--- src/rtl/dcd_pkg.sv ---
`timescale 1ns/1ps
package dcd_pkg;

  typedef enum logic [2:0] {
    CY_NONE   = 3'd0,
    CY_READ   = 3'd1,
    CY_EWRITE = 3'd2,
    CY_RDWR   = 3'd3,
    CY_RONLY  = 3'd4,
    CY_CBR    = 3'd5,
    CY_HIDDEN = 3'd6,
    CY_WCBR   = 3'd7
  } cyc_e;

  // Classes that take their row from the internal counter.
  function automatic logic f_uses_counter(input cyc_e c);
    return (c == CY_CBR) || (c == CY_HIDDEN) || (c == CY_WCBR);
  endfunction

  // Classes that issue a write to the array.
  function automatic logic f_is_write(input cyc_e c);
    return (c == CY_EWRITE) || (c == CY_RDWR);
  endfunction

endpackage

--- src/rtl/dcd_sync.sv ---
`timescale 1ns/1ps
module dcd_sync #(
  parameter int          W       = 1,
  parameter int          STAGES  = 2,
  parameter logic [W-1:0] RST_VAL = '0
) (
  input  logic         clk,
  input  logic         rst_n,
  input  logic [W-1:0] d,
  output logic [W-1:0] q
);
  logic [STAGES-1:0][W-1:0] chain;

  generate
    if (STAGES > 1) begin : g_multi
      always_ff @(posedge clk or negedge rst_n) begin
        if (!rst_n) chain <= {STAGES{RST_VAL}};
        else        chain <= {chain[STAGES-2:0], d};
      end
    end else begin : g_single
      always_ff @(posedge clk or negedge rst_n) begin
        if (!rst_n) chain <= {STAGES{RST_VAL}};
        else        chain <= d;
      end
    end
  endgenerate

  assign q = chain[STAGES-1];
endmodule

--- src/rtl/dcd_refresh_ctr.sv ---
`timescale 1ns/1ps
module dcd_refresh_ctr #(
  parameter int W = 10
) (
  input  logic         clk,
  input  logic         rst_n,
  input  logic         step,
  output logic [W-1:0] cnt
);
  function automatic logic [W-1:0] f_row_next(input logic [W-1:0] cur);
    return cur + 1'b1;
  endfunction

  always_ff @(posedge clk or negedge rst_n) begin
    if (!rst_n)    cnt <= '0;
    else if (step) cnt <= f_row_next(cnt);
  end
endmodule

--- src/rtl/dcd_classifier.sv ---
`timescale 1ns/1ps
module dcd_classifier
  import dcd_pkg::*;
#(
  parameter int ADDR_W = 11,
  parameter int REF_W  = 10
) (
  input  logic              clk,
  input  logic              rst_n,
  input  logic              ras_s,
  input  logic              cas_s,
  input  logic              we_s,
  input  logic [ADDR_W-1:0] addr_s,
  input  logic [REF_W-1:0]  ref_cnt,
  output logic              ref_step,
  output logic              cyc_valid,
  output cyc_e              cyc_cls,
  output logic [ADDR_W-1:0] row_addr,
  output logic [ADDR_W-1:0] col_addr,
  output logic [REF_W-1:0]  rfsh_row,
  output logic              test_mode,
  output logic              wr_strobe,
  output logic              q_oe,
  output logic              early_wr
);
  // Previous samples of the synchronized strobes.
  logic ras_p, cas_p, we_p;

  // Cycle-tracking state.
  logic row_open;    // row strobe low in an access cycle
  logic col_seen;    // an access happened in this row period
  logic acc_hold;    // an access is open and the column strobe is still low
  logic rd_pending;  // open read access that may still turn into read-write

  // Edge events.
  logic ras_fall, ras_rise, cas_fall, we_fall;
  logic cbr_start, row_start, row_live;
  logic access, hidden, plain_cbr, ror_done, rmw;
  cyc_e cls_n;

  always_ff @(posedge clk or negedge rst_n) begin
    if (!rst_n) begin
      ras_p <= 1'b1;
      cas_p <= 1'b1;
      we_p  <= 1'b1;
    end else begin
      ras_p <= ras_s;
      cas_p <= cas_s;
      we_p  <= we_s;
    end
  end

  assign ras_fall  = ras_p & ~ras_s;
  assign ras_rise  = ~ras_p & ras_s;
  assign cas_fall  = cas_p & ~cas_s;
  assign we_fall   = we_p & ~we_s;

  // Column strobe already low before the row strobe fell: refresh by counter.
  assign cbr_start = ras_fall & ~cas_p;
  assign row_start = ras_fall & cas_p;
  assign row_live  = row_open | row_start;

  assign access    = cas_fall & ~ras_s & row_live;
  assign hidden    = cbr_start & acc_hold;
  assign plain_cbr = cbr_start & ~acc_hold;
  assign ror_done  = ras_rise & row_open & ~col_seen;
  assign rmw       = we_fall & ~cas_s & ~ras_s & rd_pending & ~access;

  assign ref_step  = cbr_start;

  always_comb begin
    cls_n = CY_NONE;
    if (hidden)         cls_n = CY_HIDDEN;
    else if (plain_cbr) cls_n = we_s ? CY_CBR : CY_WCBR;
    else if (ror_done)  cls_n = CY_RONLY;
    else if (access)    cls_n = we_s ? CY_READ : CY_EWRITE;
    else if (rmw)       cls_n = CY_RDWR;
  end

  always_ff @(posedge clk or negedge rst_n) begin
    if (!rst_n) begin
      row_open   <= 1'b0;
      col_seen   <= 1'b0;
      acc_hold   <= 1'b0;
      rd_pending <= 1'b0;
    end else begin
      if (ras_s)          row_open <= 1'b0;
      else if (row_start) row_open <= 1'b1;

      if (ras_s)       col_seen <= 1'b0;
      else if (access) col_seen <= 1'b1;

      if (cas_s)       acc_hold <= 1'b0;
      else if (access) acc_hold <= 1'b1;

      if (cas_s || ras_s)      rd_pending <= 1'b0;
      else if (access)         rd_pending <= we_s;
      else if (rmw)            rd_pending <= 1'b0;
    end
  end

  always_ff @(posedge clk or negedge rst_n) begin
    if (!rst_n) begin
      row_addr  <= '0;
      col_addr  <= '0;
      rfsh_row  <= '0;
      test_mode <= 1'b0;
      q_oe      <= 1'b0;
      early_wr  <= 1'b0;
      wr_strobe <= 1'b0;
      cyc_valid <= 1'b0;
      cyc_cls   <= CY_NONE;
    end else begin
      if (row_start) row_addr <= addr_s;
      if (access)    col_addr <= addr_s;

      if (cbr_start)     rfsh_row <= ref_cnt;
      else if (ror_done) rfsh_row <= row_addr[REF_W-1:0];

      if (plain_cbr)     test_mode <= ~we_s;
      else if (ror_done) test_mode <= 1'b0;

      if (cas_s)       q_oe <= 1'b0;
      else if (access) q_oe <= we_s;

      if (access) early_wr <= ~we_s;

      wr_strobe <= (access & ~we_s) | rmw;
      cyc_valid <= (cls_n != CY_NONE);
      cyc_cls   <= cls_n;
    end
  end
endmodule

--- src/rtl/dram_cycle_decoder.sv ---
`timescale 1ns/1ps
module dram_cycle_decoder #(
  parameter int ADDR_W      = 11,
  parameter int REF_W       = 10,
  parameter int SYNC_STAGES = 2
) (
  input  logic              clk,
  input  logic              rst_n,
  input  logic              ras_n,
  input  logic              cas_n,
  input  logic              we_n,
  input  logic [ADDR_W-1:0] addr,
  output logic              cyc_valid,
  output logic [2:0]        cyc_cls,
  output logic [ADDR_W-1:0] row_addr,
  output logic [ADDR_W-1:0] col_addr,
  output logic [REF_W-1:0]  rfsh_row,
  output logic              test_mode,
  output logic              wr_strobe,
  output logic              q_oe,
  output logic              early_wr
);
  localparam int              BUS_W    = ADDR_W + 3;
  localparam logic [BUS_W-1:0] BUS_IDLE = {3'b111, {ADDR_W{1'b0}}};

  logic [BUS_W-1:0]  bus_s;
  logic              ras_s, cas_s, we_s;
  logic [ADDR_W-1:0] addr_s;
  logic [REF_W-1:0]  ref_cnt;
  logic              ref_step;
  dcd_pkg::cyc_e     cls_e;

  dcd_sync #(.W(BUS_W), .STAGES(SYNC_STAGES), .RST_VAL(BUS_IDLE)) i_sync (
    .clk   (clk),
    .rst_n (rst_n),
    .d     ({ras_n, cas_n, we_n, addr}),
    .q     (bus_s)
  );

  assign ras_s  = bus_s[BUS_W-1];
  assign cas_s  = bus_s[BUS_W-2];
  assign we_s   = bus_s[BUS_W-3];
  assign addr_s = bus_s[ADDR_W-1:0];

  dcd_refresh_ctr #(.W(REF_W)) i_rctr (
    .clk   (clk),
    .rst_n (rst_n),
    .step  (ref_step),
    .cnt   (ref_cnt)
  );

  dcd_classifier #(.ADDR_W(ADDR_W), .REF_W(REF_W)) i_cls (
    .clk       (clk),
    .rst_n     (rst_n),
    .ras_s     (ras_s),
    .cas_s     (cas_s),
    .we_s      (we_s),
    .addr_s    (addr_s),
    .ref_cnt   (ref_cnt),
    .ref_step  (ref_step),
    .cyc_valid (cyc_valid),
    .cyc_cls   (cls_e),
    .row_addr  (row_addr),
    .col_addr  (col_addr),
    .rfsh_row  (rfsh_row),
    .test_mode (test_mode),
    .wr_strobe (wr_strobe),
    .q_oe      (q_oe),
    .early_wr  (early_wr)
  );

  assign cyc_cls = cls_e;
endmodule

--- config.mk ---
export PLATFORM = sky130hd
export DESIGN_NAME = dram_cycle_decoder
export DESIGN_NICKNAME = d
export VERILOG_FILES = /design/src/rtl/dcd_pkg.sv /design/src/rtl/dcd_sync.sv /design/src/rtl/dcd_refresh_ctr.sv /design/src/rtl/dcd_classifier.sv /design/src/rtl/dram_cycle_decoder.sv
export SDC_FILE = /design/constraint.sdc
export NUM_CORES = 1
export LEC_CHECK = 0
export CORE_UTILIZATION = 50
export CTS_BUF_LIST = sky130_fd_sc_hd__clkbuf_8
export CTS_CLUSTER_SIZE = 8
export DETAILED_ROUTE_END_ITERATION = 16
export GPL_ROUTABILITY_DRIVEN = 0
export PLACE_DENSITY = 0.77
export SLEW_MARGIN = 40
export SYNTH_ARGS = -nofsm -noshare
export SYNTH_HDL_FRONTEND = slang
export SYNTH_SLANG_ARGS = --single-unit
export TNS_END_PERCENT = 30
--- constraint.sdc ---
create_clock -name clk -period 2.91 [get_ports clk]
set_input_delay 0.582 -clock clk [delete_from_list [all_inputs] [get_ports clk]]
set_output_delay 0.582 -clock clk [all_outputs]
set_load 0.02 [all_outputs]
---- Yosys cells after proc, flatten, opt, wreduce, memory -nomap -nowiden ----
Index checks and enable logic that the tools add are counted.
cells by class
  add/sub/neg operators ................... 1
  multiply operators ...................... 0
  divide/modulo/power cells ............... 0
  $lt $le $gt $ge ......................... 0
  equal/unequal tests ..................... 0
  shifts and indexed selects .............. 0
  multiplexer cells ....................... 21
  bitwise logic cells ..................... 27
  reduce and logical (&&, ||, !) cells .... 8
operators with widths
  operator                                        count
  two-way mux 10 bit                              2
  AND 1 bit                                       17
  two-way mux 1 bit                               12
  two-way mux 3 bit                               4
  adder 10 x 1 -> 10 bit (second input constant)  1
  nonzero test 2 bit                              5
  inverter 1 bit                                  8
  two-way mux 2 bit                               3
  nonzero test 3 bit                              2
  OR 1 bit                                        2
  logical OR 1 bit                                1
storage, ports and cells
  register bits after elaboration ......... 85
  latch bits .............................. 0
  bits in writable memories ............... 0
  memory bits (read-only) ................. 0
  input port bits ......................... 16
  output and inout port bits .............. 40
  logic and storage cells ................. 76
  memories ................................ 0

---- Logic depth before layout (Yosys ltp) ----
  depth in word-level cells ............... 13
  gate-level depth with buffers ........... 6
  gate-level depth less buffers ........... 4

---- By module ----
From an unflattened synthesis, not the netlist that was laid out.
unflattened totals
  cell total of the unflattened synthesis .. 217
  area total of the unflattened synthesis .. 3,104.2 µm²
by module, submodules not included
  module           times used  cells each  area each (µm²)
  dcd_classifier   1           140         1,856.8
  dcd_sync         1           42          813.3
  dcd_refresh_ctr  1           35          434.2

---- Worst setup path before layout ----
No wires, ideal clock.
  path type ............................... register -> register
  start point ............................. register i_cls.cas_p
  end point ............................... register i_cls.col_addr[0]
  data arrival time ....................... 1.688 ns
  slack ................................... 1.097 ns
  cell stages (with the launch flop) ...... 6
  period minus slack after synthesis ...... 1.813 ns
  cell sequence ........................... dfstp_2 > or3b_4 > or2_1 > buf_6 > buf_8 > mux2_4
between the ends
  cells in the longest elaborated chain, start to end .. 3
ends and longest elaborated chain
  element                                       line                                        RTL
  start: declaration                            dcd_classifier.sv:27                        logic ras_p, cas_p, we_p;
  start signal: assignment                      dcd_classifier.sv:48                        cas_p <= cas_s;
  AND 1 bit, on equally long branches           dcd_classifier.sv:55, dcd_classifier.sv:60
  AND 1 bit / OR 1 bit (equally long branches)  dcd_classifier.sv:63, dcd_classifier.sv:61
  AND 1 bit (*)                                 dcd_classifier.sv:63                        assign access = cas_fall & ~ras_s & row_live;
  end signal: assignment                        dcd_classifier.sv:115                       if (access) col_addr <= addr_s;
  end: declaration                              dcd_classifier.sv:19                        output logic [ADDR_W-1:0] col_addr,
Every way passes the cells marked *; elsewhere a longest branch is shown, timed or not.
A chain may end at the register's enable or synchronous reset.

---- Worst setup path after layout ----
  start point ............................. register i_cls.cas_p
  end point ............................... register i_cls.col_addr[2]
Same word-level chain as after synthesis.

==> results.md <==
- Result of the run: completed
- Power density of the placed cells: 761 nW/um2
- Number of standard-cell rows in the floorplan: 27
- Floorplan Core Area: roughly 5600 um2
- Warnings, synthesis: 0
- Highest layer used for signal routing: met4
- DIE HEIGHT: 79.6 um
- Reg-to-Reg End: i_cls.col_addr[2]
- Count of cells along the worst register-to-register path: 3
- Cts bufs inserted: 9
- Initial antenna violation count: 0
- Post-DRT Antenna Nets: 0
- Largest area contributor in the synthesized netlist: dfrtp_1
- Biggest fanout along the worst timing path: 18
- Hold-fix buffer count after cts: 0
- Top Ports: 56
- Post-synthesis cell area: 3010 um2
- Global-route usage over all layers: 0.190
- DRT Pass-1 Iters: 4
- Max Clk Rate: 496 MHz
- Final TNS setup: 0 ns
- Worst skew pair latency: roughly 0.34 ns
- Post-synthesis register bit count: 85
- Syn_nets: between 200 and 250
- Clock-pin slew of the registers on the worst-case setup and hold paths: around 0.080 ns
- VDD IR max: just over 400 uV
- Met1 wire length: 2260 um
- Number of sinks driven by the clock tree: 85
- Arrival time at the worst endpoint: about 2.2 ns
- Horizontal die dimension: 79.6 um
- Relative area change from synthesis to final layout: 26.2%
- Final period util: 0.692
- Final count of pins violating max slew: 0
- HPWL after detailed placement: between 3000 and 4000 um
- Final nets: 284
- Routed via count divided by cell count: ~5.4
- Clock tree from TritonCTS: yes
- Top area cells in the synthesized netlist: dfrtp_1 (63%), dfstp_2 (7.8%), mux2_2 (7.1%)
- Storage element area: roughly 2100 um2
- Required time worst endpoint: about 3.1 ns
- Setup slack of the worst register-to-register path: 0.90 ns
- Buffers added on ports: 55
- Fraction of layout instances using a drive strength above 1: 0.195
- Worst flop-to-flop path startpoint: i_cls.cas_p
- Rel. slew slack: 0.458
- Post-synthesis average cell area: about 14 um2
- Share of the core filled with cells: 0.674
- Vias in the first global route: between 1500 and 2000
- Primary flip-flop cell chosen by synthesis mapping: dfrtp_1
- Initial Utilization: 0.534
- Vias: 1842
- Number of gates given a new drive strength after cts: 0
- Area of the multi-input gates: roughly 790 um2
- Register area share after synthesis: 0.709
- Overall power after layout: roughly 2.9 mW
- Root Driver: clkbuf_8
- Count of different cell masters after synthesis: 38
- Final clock skew: between 0.006 and 0.007 ns
- Syn Inst Count: about 210
- Remaining routing DRC violations: 0
- Pin count of the biggest net entering global routing: between 80 and 90
- Met2 Routed Length: roughly 2700 um
- Filler Cell Count: roughly 400
- Type of the tightest min-delay check: input port to async pin
- Global route overflow: 0
- Wirelength, routed: around 5300 um
- Antenna fix cells: 0
- Count of buffers added by post-CTS timing repair for setup: 0
- Number of enable-type register cells in the synthesized netlist: 0
- CTS H-tree lvls: 3
- Number of failing hold endpoints at the final stage: 0
- Clock Tree Buf Depth: 2
- Transition at the pin with the smallest max-transition slack: 0.814 ns
- Category of the critical setup timing path: register to register
- Total setup violations reported at the end of the flow: 0
- RSZ-0062 raised after global routing: no
- Async set or reset register ratio after synthesis: 1.00
- Routed wl met3: roughly 290 um
- Count of max-cap constraint violations: 0
- Global-route wire length before repair: 8830 um
- Overall die area: around 6300 um2
- Worst Setup End Kind: register
- Per-cell routed wire length: between 15 and 20 um
- Pleak: 1.66 nW
- Fraction of synthesized cell area taken by the top area cell type: 0.631
- Crit path time final: 2.01 ns
- Kind of start point of the critical path: register
- Iteration-0 DRC Markers: between 100 and 150
worst max-delay path, stage by stage (launching register included):
cell and delay, ns:
dfstp_2 0.56, or3b_4 0.41, or2_1 0.53, mux2_4 0.41
layer usage:
metal	up-vias	global-route usage
met4	0	0.0709
met2	62	0.298
met3	5	0.0503
li1	849	-
met1	926	0.254
met5	-	0
sequential cells by signal (all words and copies together) (netlist names):
register,cells
i_cls.rfsh_row,10
i_cls.cyc_cls,3
i_cls.row_addr,11
i_cls.we_p,1
i_rctr.cnt,10
i_sync.chain,14
i_cls.early_wr,1
i_cls.wr_strobe,1
i_cls.q_oe,1
i_cls.row_open,1
i_cls.cyc_valid,1
i_cls.cas_p,1
i_cls.rd_pending,1
i_cls.col_seen,1
i_cls.acc_hold,1
i_cls.ras_p,1
i_cls.test_mode,1
i_sync.q,14
i_cls.col_addr,11
final cells by class:
| class | count | share of cell area |
|---|---|---|
| Multi-Input combinational cell | 109 | 0.208 |
| Clock inverter | 7 | 0.0194 |
| Clock buffer | 9 | 0.0326 |
| Inverter | 5 | 0.00493 |
| Tap cell | 72 | 0.0237 |
| Timing Repair Buffer | 57 | 0.149 |
| Sequential cell | 85 | 0.562 |
cells by family (layout without fill, tap and decap cells):
logic type                 Yosys count  after routing  share of synthesized area
buffers and inverters               15             78                     0.0274
xor gates and xnor gates             9              9                     0.0262
DFF                                 85             85                      0.709
AOI/OAI and AO/OA                   26             26                     0.0556
muxes                               22             22                     0.0859
and+or+nand+nor                     51             51                     0.0913
adders and majority gates            1              1                    0.00415
metrics by stage:
step / setup WS (ns) / hold slack [ns] / std cells / cell area [um2]
2_1_floorplan: 1.10 / 0.286 / 209 / 3010
3_3_place_gp: 0.919 / 0.333 / 328 / 3600
3_5_place_dp: 0.895 / 0.335 / 328 / 3610
4_1_cts: 0.891 / 0.306 / 344 / 3800
5_1_grt: 0.823 / 0.333 / 344 / 3800
6_report: 0.896 / 0.263 / 344 / 3800
cell usage in the layout (no fill, tap or decap), types with 5 or more instances in the layout:
master,Yosys,routed
dfstp_2,9,9
nor3_1,10,10
clkdlybuf4s50_1,0,54
nand3_1,5,5
clkbuf_8,0,9
nor2_1,9,9
mux2_2,19,19
xnor2_1,5,5
nand4_1,5,5
o22ai_1,7,7
o21ai_0,8,8
inv_1,5,5
nand2_1,11,11
dfrtp_1,76,76
synthesized netlist by cell type, types with 2 or more instances:
master,instances
dfrtp_1,76
mux2_2,19
nand2_1,11
nor3_1,10
dfstp_2,9
nor2_1,9
o21ai_0,8
o22ai_1,7
clkbuf_1,6
inv_1,5
nand3_1,5
nand4_1,5
xnor2_1,5
a22oi_1,4
xor2_1,4
mux2_4,3
buf_6,2
where the power goes:
group	leakage (nW)	switching (mW)	internal [mW]
clock	0.100	0.409	0.401
combinational	0.538	0.286	0.317
sequential	1.03	0.136	1.35
total	1.66	0.831	2.07
worst max-delay path by stage:
stage	from	end	cells after the start
after floorplan	i_cls.cas_p	i_cls.col_addr[0]	5
after global placement	i_cls.cas_p	i_cls.col_addr[0]	3
after detailed placement	i_cls.cas_p	i_cls.col_addr[1]	3
after CTS	i_cls.cas_p	i_cls.col_addr[2]	3
after global routing	i_sync.q[13]	i_cls.col_addr[10]	3
final	i_cls.cas_p	i_cls.col_addr[2]	3
Note: power is estimated with default switching activity, not from simulation.
